===== src/rtl/spi_fe_pkg.sv =====
package spi_fe_pkg;

    localparam int BYTE_W = 8;
    localparam int CNT_W  = $clog2(BYTE_W);

    typedef logic [BYTE_W-1:0] byte_t;

    typedef enum logic [1:0] {
        PH_OPCODE = 2'd0,
        PH_DATA   = 2'd1,
        PH_LOCKED = 2'd2
    } phase_e;

    typedef struct packed {
        logic sck;
        logic cs_n;
        logic hold_n;
        logic si;
    } pins_t;

    typedef struct packed {
        logic  stb;
        byte_t val;
    } byte_evt_t;

    localparam pins_t PINS_IDLE = '{sck: 1'b0, cs_n: 1'b1, hold_n: 1'b1, si: 1'b0};

    function automatic byte_t push_bit(byte_t cur, logic b);
        return {cur[BYTE_W-2:0], b};
    endfunction

endpackage


===== src/rtl/spi_fe_sync.sv =====
module spi_fe_sync
    import spi_fe_pkg::*;
#(
    parameter int STAGES = 2
) (
    input  logic  clk,
    input  logic  rst,
    input  pins_t raw,
    output pins_t lvl,
    output logic  sck_rise,
    output logic  sck_fall
);

    pins_t stg [STAGES];
    logic  sck_prev;

    always_ff @(posedge clk) begin
        if (rst) begin
            for (int i = 0; i < STAGES; i++) begin
                stg[i] <= PINS_IDLE;
            end
            sck_prev <= 1'b0;
        end else begin
            stg[0] <= raw;
            for (int i = 1; i < STAGES; i++) begin
                stg[i] <= stg[i-1];
            end
            sck_prev <= stg[STAGES-1].sck;
        end
    end

    assign lvl      = stg[STAGES-1];
    assign sck_rise =  lvl.sck & ~sck_prev;
    assign sck_fall = ~lvl.sck &  sck_prev;

endmodule


===== src/rtl/spi_fe_hold.sv =====
module spi_fe_hold (
    input  logic clk,
    input  logic rst,
    input  logic sel,
    input  logic sck_lvl,
    input  logic hold_n_lvl,
    output logic held
);

    // The pause level is only followed while the serial clock is low.
    always_ff @(posedge clk) begin
        if (rst || !sel) begin
            held <= 1'b0;
        end else if (!sck_lvl) begin
            held <= ~hold_n_lvl;
        end
    end

endmodule


===== src/rtl/spi_fe_shift.sv =====
module spi_fe_shift
    import spi_fe_pkg::*;
(
    input  logic      clk,
    input  logic      rst,
    input  logic      sel,
    input  logic      run,
    input  logic      tx_phase,
    input  logic      sck_rise,
    input  logic      sck_fall,
    input  logic      si_lvl,
    input  byte_t     tx_byte,
    output byte_evt_t rx_evt,
    output logic      so_bit,
    output logic      armed,
    output logic      take
);

    logic [CNT_W-1:0] bit_cnt;
    byte_t            rx_sh;
    byte_t            tx_sh;

    always_ff @(posedge clk) begin
        if (rst || !sel) begin
            bit_cnt <= '0;
            rx_sh   <= '0;
            tx_sh   <= '0;
            rx_evt  <= '0;
            so_bit  <= 1'b0;
            armed   <= 1'b0;
            take    <= 1'b0;
        end else begin
            rx_evt.stb <= 1'b0;
            take       <= 1'b0;
            if (sck_rise && run) begin
                rx_sh <= push_bit(rx_sh, si_lvl);
                if (bit_cnt == CNT_W'(BYTE_W - 1)) begin
                    rx_evt.stb <= 1'b1;
                    rx_evt.val <= push_bit(rx_sh, si_lvl);
                    bit_cnt    <= '0;
                end else begin
                    bit_cnt <= bit_cnt + CNT_W'(1);
                end
            end
            if (sck_fall && run && tx_phase) begin
                if (bit_cnt == '0) begin
                    so_bit <= tx_byte[BYTE_W-1];
                    tx_sh  <= {tx_byte[BYTE_W-2:0], 1'b0};
                    armed  <= 1'b1;
                    take   <= 1'b1;
                end else begin
                    so_bit <= tx_sh[BYTE_W-1];
                    tx_sh  <= {tx_sh[BYTE_W-2:0], 1'b0};
                end
            end
        end
    end

endmodule


===== src/rtl/spi_fe_decode.sv =====
module spi_fe_decode
    import spi_fe_pkg::*;
#(
    parameter int                     N_OPS    = 6,
    parameter logic [N_OPS*BYTE_W-1:0] OP_TABLE = {8'h06, 8'h05, 8'h04, 8'h03, 8'h02, 8'h01}
) (
    input  logic      clk,
    input  logic      rst,
    input  logic      sel,
    input  byte_evt_t rx_evt,
    output phase_e    phase,
    output logic      op_stb,
    output logic      op_bad,
    output byte_t     op_code,
    output logic      byte_stb,
    output byte_t     byte_data
);

    logic [N_OPS-1:0] match;

    for (genvar g = 0; g < N_OPS; g++) begin : g_cmp
        assign match[g] = (OP_TABLE[g*BYTE_W +: BYTE_W] == rx_evt.val);
    end

    always_ff @(posedge clk) begin
        if (rst) begin
            op_code   <= '0;
            byte_data <= '0;
        end else if (sel && rx_evt.stb) begin
            if (phase == PH_DATA) begin
                byte_data <= rx_evt.val;
            end else if (phase == PH_OPCODE) begin
                op_code <= rx_evt.val;
            end
        end
    end

    always_ff @(posedge clk) begin
        op_stb   <= 1'b0;
        op_bad   <= 1'b0;
        byte_stb <= 1'b0;
        if (rst || !sel) begin
            phase <= PH_OPCODE;
        end else if (rx_evt.stb) begin
            unique case (phase)
                PH_OPCODE: begin
                    if (|match) begin
                        op_stb <= 1'b1;
                        phase  <= PH_DATA;
                    end else begin
                        op_bad <= 1'b1;
                        phase  <= PH_LOCKED;
                    end
                end
                PH_DATA:   byte_stb <= 1'b1;
                default:   phase <= PH_LOCKED;
            endcase
        end
    end

endmodule


===== src/rtl/spi_mem_slave_fe.sv =====
module spi_mem_slave_fe
    import spi_fe_pkg::*;
#(
    parameter int                     SYNC_STAGES = 2,
    parameter int                     N_OPS       = 6,
    parameter logic [N_OPS*BYTE_W-1:0] OP_TABLE    = {8'h06, 8'h05, 8'h04, 8'h03, 8'h02, 8'h01}
) (
    input  logic              clk,
    input  logic              rst,
    input  logic              sck,
    input  logic              cs_n,
    input  logic              hold_n,
    input  logic              si,
    input  logic              tx_en,
    input  logic [BYTE_W-1:0] tx_byte,
    output logic              so,
    output logic              so_oe,
    output logic              tx_take,
    output logic              op_stb,
    output logic [BYTE_W-1:0] op_code,
    output logic              op_bad,
    output logic              byte_stb,
    output logic [BYTE_W-1:0] byte_data
);

    pins_t     raw_pins;
    pins_t     pin_lvl;
    logic      sck_rise;
    logic      sck_fall;
    logic      sck_lvl;
    logic      sel;
    logic      held;
    logic      run;
    logic      armed;
    phase_e    phase;
    byte_evt_t rx_evt;

    assign raw_pins = '{sck: sck, cs_n: cs_n, hold_n: hold_n, si: si};

    spi_fe_sync #(.STAGES(SYNC_STAGES)) u_sync (
        .clk      (clk),
        .rst      (rst),
        .raw      (raw_pins),
        .lvl      (pin_lvl),
        .sck_rise (sck_rise),
        .sck_fall (sck_fall)
    );

    assign sel     = ~pin_lvl.cs_n;
    assign sck_lvl = pin_lvl.sck;

    spi_fe_hold u_hold (
        .clk        (clk),
        .rst        (rst),
        .sel        (sel),
        .sck_lvl    (sck_lvl),
        .hold_n_lvl (pin_lvl.hold_n),
        .held       (held)
    );

    assign run = sel && !held && (phase != PH_LOCKED);

    spi_fe_shift u_shift (
        .clk      (clk),
        .rst      (rst),
        .sel      (sel),
        .run      (run),
        .tx_phase (phase == PH_DATA),
        .sck_rise (sck_rise),
        .sck_fall (sck_fall),
        .si_lvl   (pin_lvl.si),
        .tx_byte  (tx_byte),
        .rx_evt   (rx_evt),
        .so_bit   (so),
        .armed    (armed),
        .take     (tx_take)
    );

    spi_fe_decode #(.N_OPS(N_OPS), .OP_TABLE(OP_TABLE)) u_decode (
        .clk       (clk),
        .rst       (rst),
        .sel       (sel),
        .rx_evt    (rx_evt),
        .phase     (phase),
        .op_stb    (op_stb),
        .op_bad    (op_bad),
        .op_code   (op_code),
        .byte_stb  (byte_stb),
        .byte_data (byte_data)
    );

    assign so_oe = sel && !held && armed && tx_en && (phase == PH_DATA);

endmodule


===== config.mk =====
export PLATFORM = sky130hd
export DESIGN_NAME = spi_mem_slave_fe
export DESIGN_NICKNAME = d
export VERILOG_FILES = /design/src/rtl/spi_fe_pkg.sv /design/src/rtl/spi_fe_sync.sv /design/src/rtl/spi_fe_hold.sv /design/src/rtl/spi_fe_shift.sv /design/src/rtl/spi_fe_decode.sv /design/src/rtl/spi_mem_slave_fe.sv
export SDC_FILE = /design/constraint.sdc
export NUM_CORES = 1
export LEC_CHECK = 0
export ABC_AREA = 0
export BUFFER_PORTS_ARGS = -buffer_cell sky130_fd_sc_hd__buf_2
export CAP_MARGIN = 20
export CORE_ASPECT_RATIO = 0.9
export CORE_MARGIN = 2
export CORE_UTILIZATION = 55
export CTS_CLUSTER_DIAMETER = 100
export DETAILED_ROUTE_END_ITERATION = 10
export MAX_ROUTING_LAYER = met4
export PLACE_DENSITY = 0.78
export SKIP_LAST_GASP = 1
export SLEW_MARGIN = 20
export SYNTH_ARGS = -nofsm -noshare
export SYNTH_HDL_FRONTEND = slang
export SYNTH_SLANG_ARGS = --single-unit

===== constraint.sdc =====
create_clock -name clk -period 1.79 [get_ports clk]
set_input_delay 0.2685 -clock clk [delete_from_list [all_inputs] [get_ports clk]]
set_output_delay 0.2685 -clock clk [all_outputs]
set_load 0.05 [all_outputs]

-- After elaboration in Yosys (flattened, before gate mapping)
Memory sizes are Yosys's and may differ from the RTL's.
Cells that the tools add are included.
- register bits after elaboration: 53
- bits in writable memories: 8
- word-level logic and storage cells: 78
- memories: 1
- add/subtract/negate cells: 1
- equal/unequal tests: 9
- muxes and demuxes: 15
- bitwise gates (word level): 13
- reduce and logical (&&, ||, !) cells: 23
- memories (memory ; words ; bits a word ; rd ports ; clocked after Yosys merged registers in ; write ports ; line ; RTL):
    u_sync.stg ; 2 ; 4 ; 2 ; 0 ; 2 ; spi_fe_sync.sv:14 ; pins_t stg [STAGES];
- operator list (cell ; count):
    3-bit by 8-bit == test with 1-bit output, first input constant ; 3
    2-bit by 8-bit == test with 1-bit output, first input constant ; 2
    1-bit logical AND ; 9
    9-bit two-way mux ; 1
    1-bit inverter ; 9
    1-bit by 8-bit == test with 1-bit output, first input constant ; 1
    1-bit two-way mux ; 8
    4-bit two-way mux ; 2
    8-bit two-way mux ; 1
    2-bit AND reduction ; 4
    2-bit OR reduction ; 3
    6-bit OR reduction ; 1
    2-bit one-hot mux with 2 select lines ; 1
    3-bit by 1-bit adder with 3-bit output, second input constant ; 1
    3-bit == test, second input constant ; 1
    3-bit zero test ; 1
    3-bit two-way mux ; 1
    3-bit AND reduction ; 1
    3-bit OR reduction ; 1
    1-bit AND ; 2
    2-bit by 1-bit == test with 1-bit output, second input constant ; 1
    2-bit zero test ; 1
    2-bit two-way mux ; 1
    2-bit != test, second input constant ; 1
    3 further kinds ; 4

-- Longest topological paths before layout
- depth in word-level cells: 7
- mapped depth: 6
- gate-level depth less buffers: 5

-- Hierarchy
From an unflattened synthesis, not the netlist that was laid out.
- cells, all modules: 267
- area total of the unflattened synthesis: 2309.7 µm²
- by module, submodules not included (module ; times used ; cells an instance ; area each (µm²) ; sequential area each (µm²)):
    spi_fe_shift ; 1 ; 139 ; 1163.6 ; 580.6
    spi_fe_decode ; 1 ; 93 ; 780.7 ; 420.4
    spi_fe_sync ; 1 ; 24 ; 279.0 ; 180.2
    spi_fe_hold ; 1 ; 5 ; 45.0 ; 20.0
    spi_mem_slave_fe ; 1 ; 6 ; 41.3 ; 0.0

-- Worst setup path after synthesis
Ideal clock, no wire load.
- path type: reg-to-output
- start: register u_decode.phase[1]
- end: output so_oe
- arrival: 1411 ps
- required time: 1521 ps
- setup slack: 111 ps
- stages on the path, launching flop included: 5
- cell sequence: dfxtp_1 buf_2 nor4b_2 buf_2 and3_1
- cells in the longest elaborated chain, start to end: 2
- RTL lines (what ; line ; RTL):
    start, declared ; spi_fe_decode.sv:11 ; output phase_e phase,
    start signal, assigned ; spi_fe_decode.sv:43 ; phase <= PH_OPCODE;
    start signal, assigned ; spi_fe_decode.sv:49 ; phase <= PH_DATA;
    start signal, assigned ; spi_fe_decode.sv:52 ; phase <= PH_LOCKED;
    2-bit by 1-bit == test with 1-bit output ; spi_mem_slave_fe.sv:92 ; assign so_oe = sel && !held && armed && tx_en && (phase == PH_DATA);
    1-bit logical AND ; spi_mem_slave_fe.sv:92 ;
    end, declared ; spi_mem_slave_fe.sv:17 ; output logic so_oe,
Every way passes these cells.

==> flow_summary.toml <==
[status]
status = "complete, no violations"

[placed_design]
dp_hpwl_um = 3150
io_buffers = 36
place_congestion = 0.7586
numPlacedInstances = 334
place_area_um2 = 2595

[cells_and_area]
final_layout_size_suffix_gt1_share_pct = 25.50
syn_to_final_growth_pct = 19.41
multi_input_area_um2 = 1052
fill_cells = 333
final_core_util_pct = 68.79
regArea_um2 = 1204
final-instance-count-excl-fill = 350
antenna_cells = 0
fin_nets = 315
fin_area_um2 = 2840

[clock_network]
cts-htree-levels = 3
cts_root_buffer = "clkbuf_8"
cts_setup_buffers = 0
clkTransAtPathRegs_ns = 0.06
clock_latency_ns = 0.34
cts-buffers-inserted = 9
cts_buffer_depth = 2
cts_tree = "done"
clock_sinks = 60

[sta]
min_period_ns = 1.704
finalCritPeriodShare_pct = 95.20
holdWs_ns = 0.1082
worstMarginPinSlew_ns = 0.5706
fmax_mhz = 586.8
setup_tns_ns = 0
finalClockSkew_ns = 0.007054
slew_viol_final = 0
rsz0062_at_grt = "no"
setup_viol = 0
slew_headroom_pct = 61.79
hold_viol = 0

[setup_path]
reg2reg_from = "u_hold.held$_SDFFE_PP0N_"
crit_path_end_kind = "output pin"
worstPathArrival_ns = 1.44
r2r_slack_ns = 0.19
path_class = "flop to output pin"
cp.required_ns = 1.52
startpoint_type = "flop"
reg2reg_depth = 4
r2r-end = "u_shift.rx_evt[0]$_SDFFE_PP0P_"
crit_start = "u_sync.stg[0][6]$_SDFF_PP1_"
crit_path_end = "so_oe"
crit_fanout = 8

[grt]
grt_pass1_vias = 1778
antenna_found_initial = 0
grt_max_degree = 31
grt_first_pass_wirelength_um = 7824
grt_use_total_pct = 21.96
grt_overflow = 0

[die]
die_x_um = 73.32
pin_count = 37
start_util_pct = 57.61
core-area_um2 = 4129
placementRows = 22
dieArea_um2 = 4867
die_h_um = 66.39

[detailed_routing]
drcViolationCount = 0
vias_per_cell = 5.634
wl_per_cell_um = 13.44
drt.antenna.violating_nets = 0
wl_um = 4705
drt_iter0_markers = 98
vias = 1972
first_pass_iters = 5

[worst_hold_path]
hold_depth = 2
hold_path.class = "input pin to flop"
worstHoldStart = "hold_n"

[run]
maxCapViolCount = 0

[yosys]
synth_top_area_share_pct = 50.50
yosysTopAreaCell = "dfxtp_1"
ys_seq_area_share_pct = 50.50
yosys-top-cells-area = "dfxtp_1 (50%), a21oi_1 (9.0%), nand2_1 (5.4%)"
netlist_instances = 261
yosysWarnings = 0
syn-num-nets = 279
syn-cell-area_um2 = 2379
avgSynthCellArea_um2 = 9.113
ys_ff_latch = 60
synth_cell_type_count = 36

[pwr]
max-vdd-ir-drop_uv = 685.4
p_leak_uw = 0.001065
powerDensity_nw_per_um2 = 967.8
## cells in the mapped netlist, drive strengths merged
| library cell | count |
|---|---|
| or2 | 5 |
| a211oi | 8 |
| mux2i | 7 |
| ha | 3 |
| nor2 | 5 |
| dfxtp | 60 |
| nor4b | 3 |
| inv | 3 |
| or3 | 1 |
| nand3 | 10 |
| a21bo | 1 |
| o31ai | 8 |
| clkinv | 1 |
| o21ai | 12 |
| nor4 | 1 |
| and3 | 2 |
| and2 | 1 |
| clkbuf | 11 |
| a21oi | 43 |
| a22o | 1 |
| nor3 | 2 |
| nor4bb | 1 |
| nand2 | 34 |
| a31oi | 1 |
| nand4 | 11 |
| or4b | 2 |
| buf | 13 |
| nor3b | 2 |
| nand2b | 1 |
| nand4bb | 1 |
| nor2b | 7 |
## layer usage
metal,part of all wire [%],track usage (%),vias to the layer above,routed length [µm]
met5,0,-,-,0
met3,4.8,9.451,14,227
met2,45,31.76,53,2138
li1,-,-,995,-
met4,2.1,10.00,0,100
met1,48,26.46,910,2238
## worst max-delay path, stage by stage (launching register included)
cell	delay, ns
dfxtp_2	0.34
buf_4	0.17
nor4b_4	0.22
and3_1	0.21
buf_6	0.16
## stage by stage
step | worst slack, ns | total power (µW)
after floorplan | 0.1110 | 1412
after global placement | 0.04457 | 1435
after detailed placement | 0.001267 | 1437
after CTS | 0.006943 | 2777
after global routing | 0.008956 | 2850
final | 0.08585 | 2749
## registers in the layout (all words and copies together) (netlist names)
name and count:
u_shift.rx_evt 9, u_decode.byte_data 8, u_decode.op_code 8, u_sync.stg 8, u_shift.rx_sh 7, u_shift.tx_sh 7
u_shift.bit_cnt 3, u_decode.phase 2, u_decode.byte_stb 1, u_decode.op_bad 1, u_decode.op_stb 1, u_hold.held 1
u_shift.armed 1, u_shift.so_bit 1, u_shift.take 1, u_sync.sck_prev 1
## timing repair
action | 4_1_cts | 5_1_grt
endpoints found under the setup margin | 5 | 1
hold buffers | 0 | 0
pin swaps | 0 | 1
gates resized for setup | 2 | 4
## worst min path at each step
stage / slack (ns) / endpoint
3_3_place_gp: 0.39 / u_hold.held$_SDFFE_PP0N_
5_1_grt: 0.09 / u_sync.stg[0][2]$_SDFF_PP1_
6_report: 0.11 / u_sync.stg[0][1]$_SDFF_PP1_
2_1_floorplan: 0.37 / u_sync.stg[0][1]$_SDFF_PP1_
4_1_cts: 0.09 / u_sync.stg[0][1]$_SDFF_PP1_
3_5_place_dp: 0.40 / u_sync.stg[0][6]$_SDFF_PP1_
## cell usage in the layout, fill, tap and decap left out, types with 2 or more instances in the layout
| cell | synthesis | layout |
|---|---|---|
| a211oi_1 | 8 | 8 |
| a21oi_1 | 43 | 43 |
| and3_1 | 2 | 2 |
| buf_2 | 10 | 35 |
| buf_4 | 1 | 13 |
| bufinv_16 | 0 | 2 |
| clkbuf_8 | 0 | 10 |
| clkinvlp_4 | 0 | 3 |
| dfxtp_1 | 60 | 58 |
| dfxtp_2 | 0 | 2 |
| ha_1 | 3 | 3 |
| inv_1 | 3 | 3 |
| mux2i_1 | 7 | 7 |
| nand2_1 | 34 | 34 |
| nand3_1 | 10 | 10 |
| nand4_1 | 11 | 11 |
| nor2_1 | 5 | 5 |
| nor2b_1 | 7 | 6 |
| nor3_1 | 2 | 2 |
| nor3b_1 | 2 | 2 |
| nor4b_4 | 1 | 2 |
| o21ai_1 | 11 | 11 |
| o31ai_1 | 8 | 8 |
| or2_2 | 4 | 4 |
| or4b_1 | 2 | 2 |
## logic make-up after synthesis
group | count (synthesis) | synth area share, %
compound gates | 74 | 17.68
fa+ha+maj | 3 | 1.578
buf+inv | 28 | 5.734
flops | 60 | 50.50
mux | 7 | 2.946
simple gates | 89 | 21.57
## area by class of cell
type,instances,area share [%]
flip-flops and latches,60,42.38
multi-input cells,173,37.05
repair buffers,49,10.00
clock buffers,10,4.846
clock inverters,6,3.084
well taps,48,2.115
inverters,4,0.5286
## where the power goes
group	switching [µW]	total (µW)	internal (µW)
registers	4.67	1350	1340
clock network	523	1340	817
logic	32.3	58.9	26.6
Power figures use the tool's default switching activity.
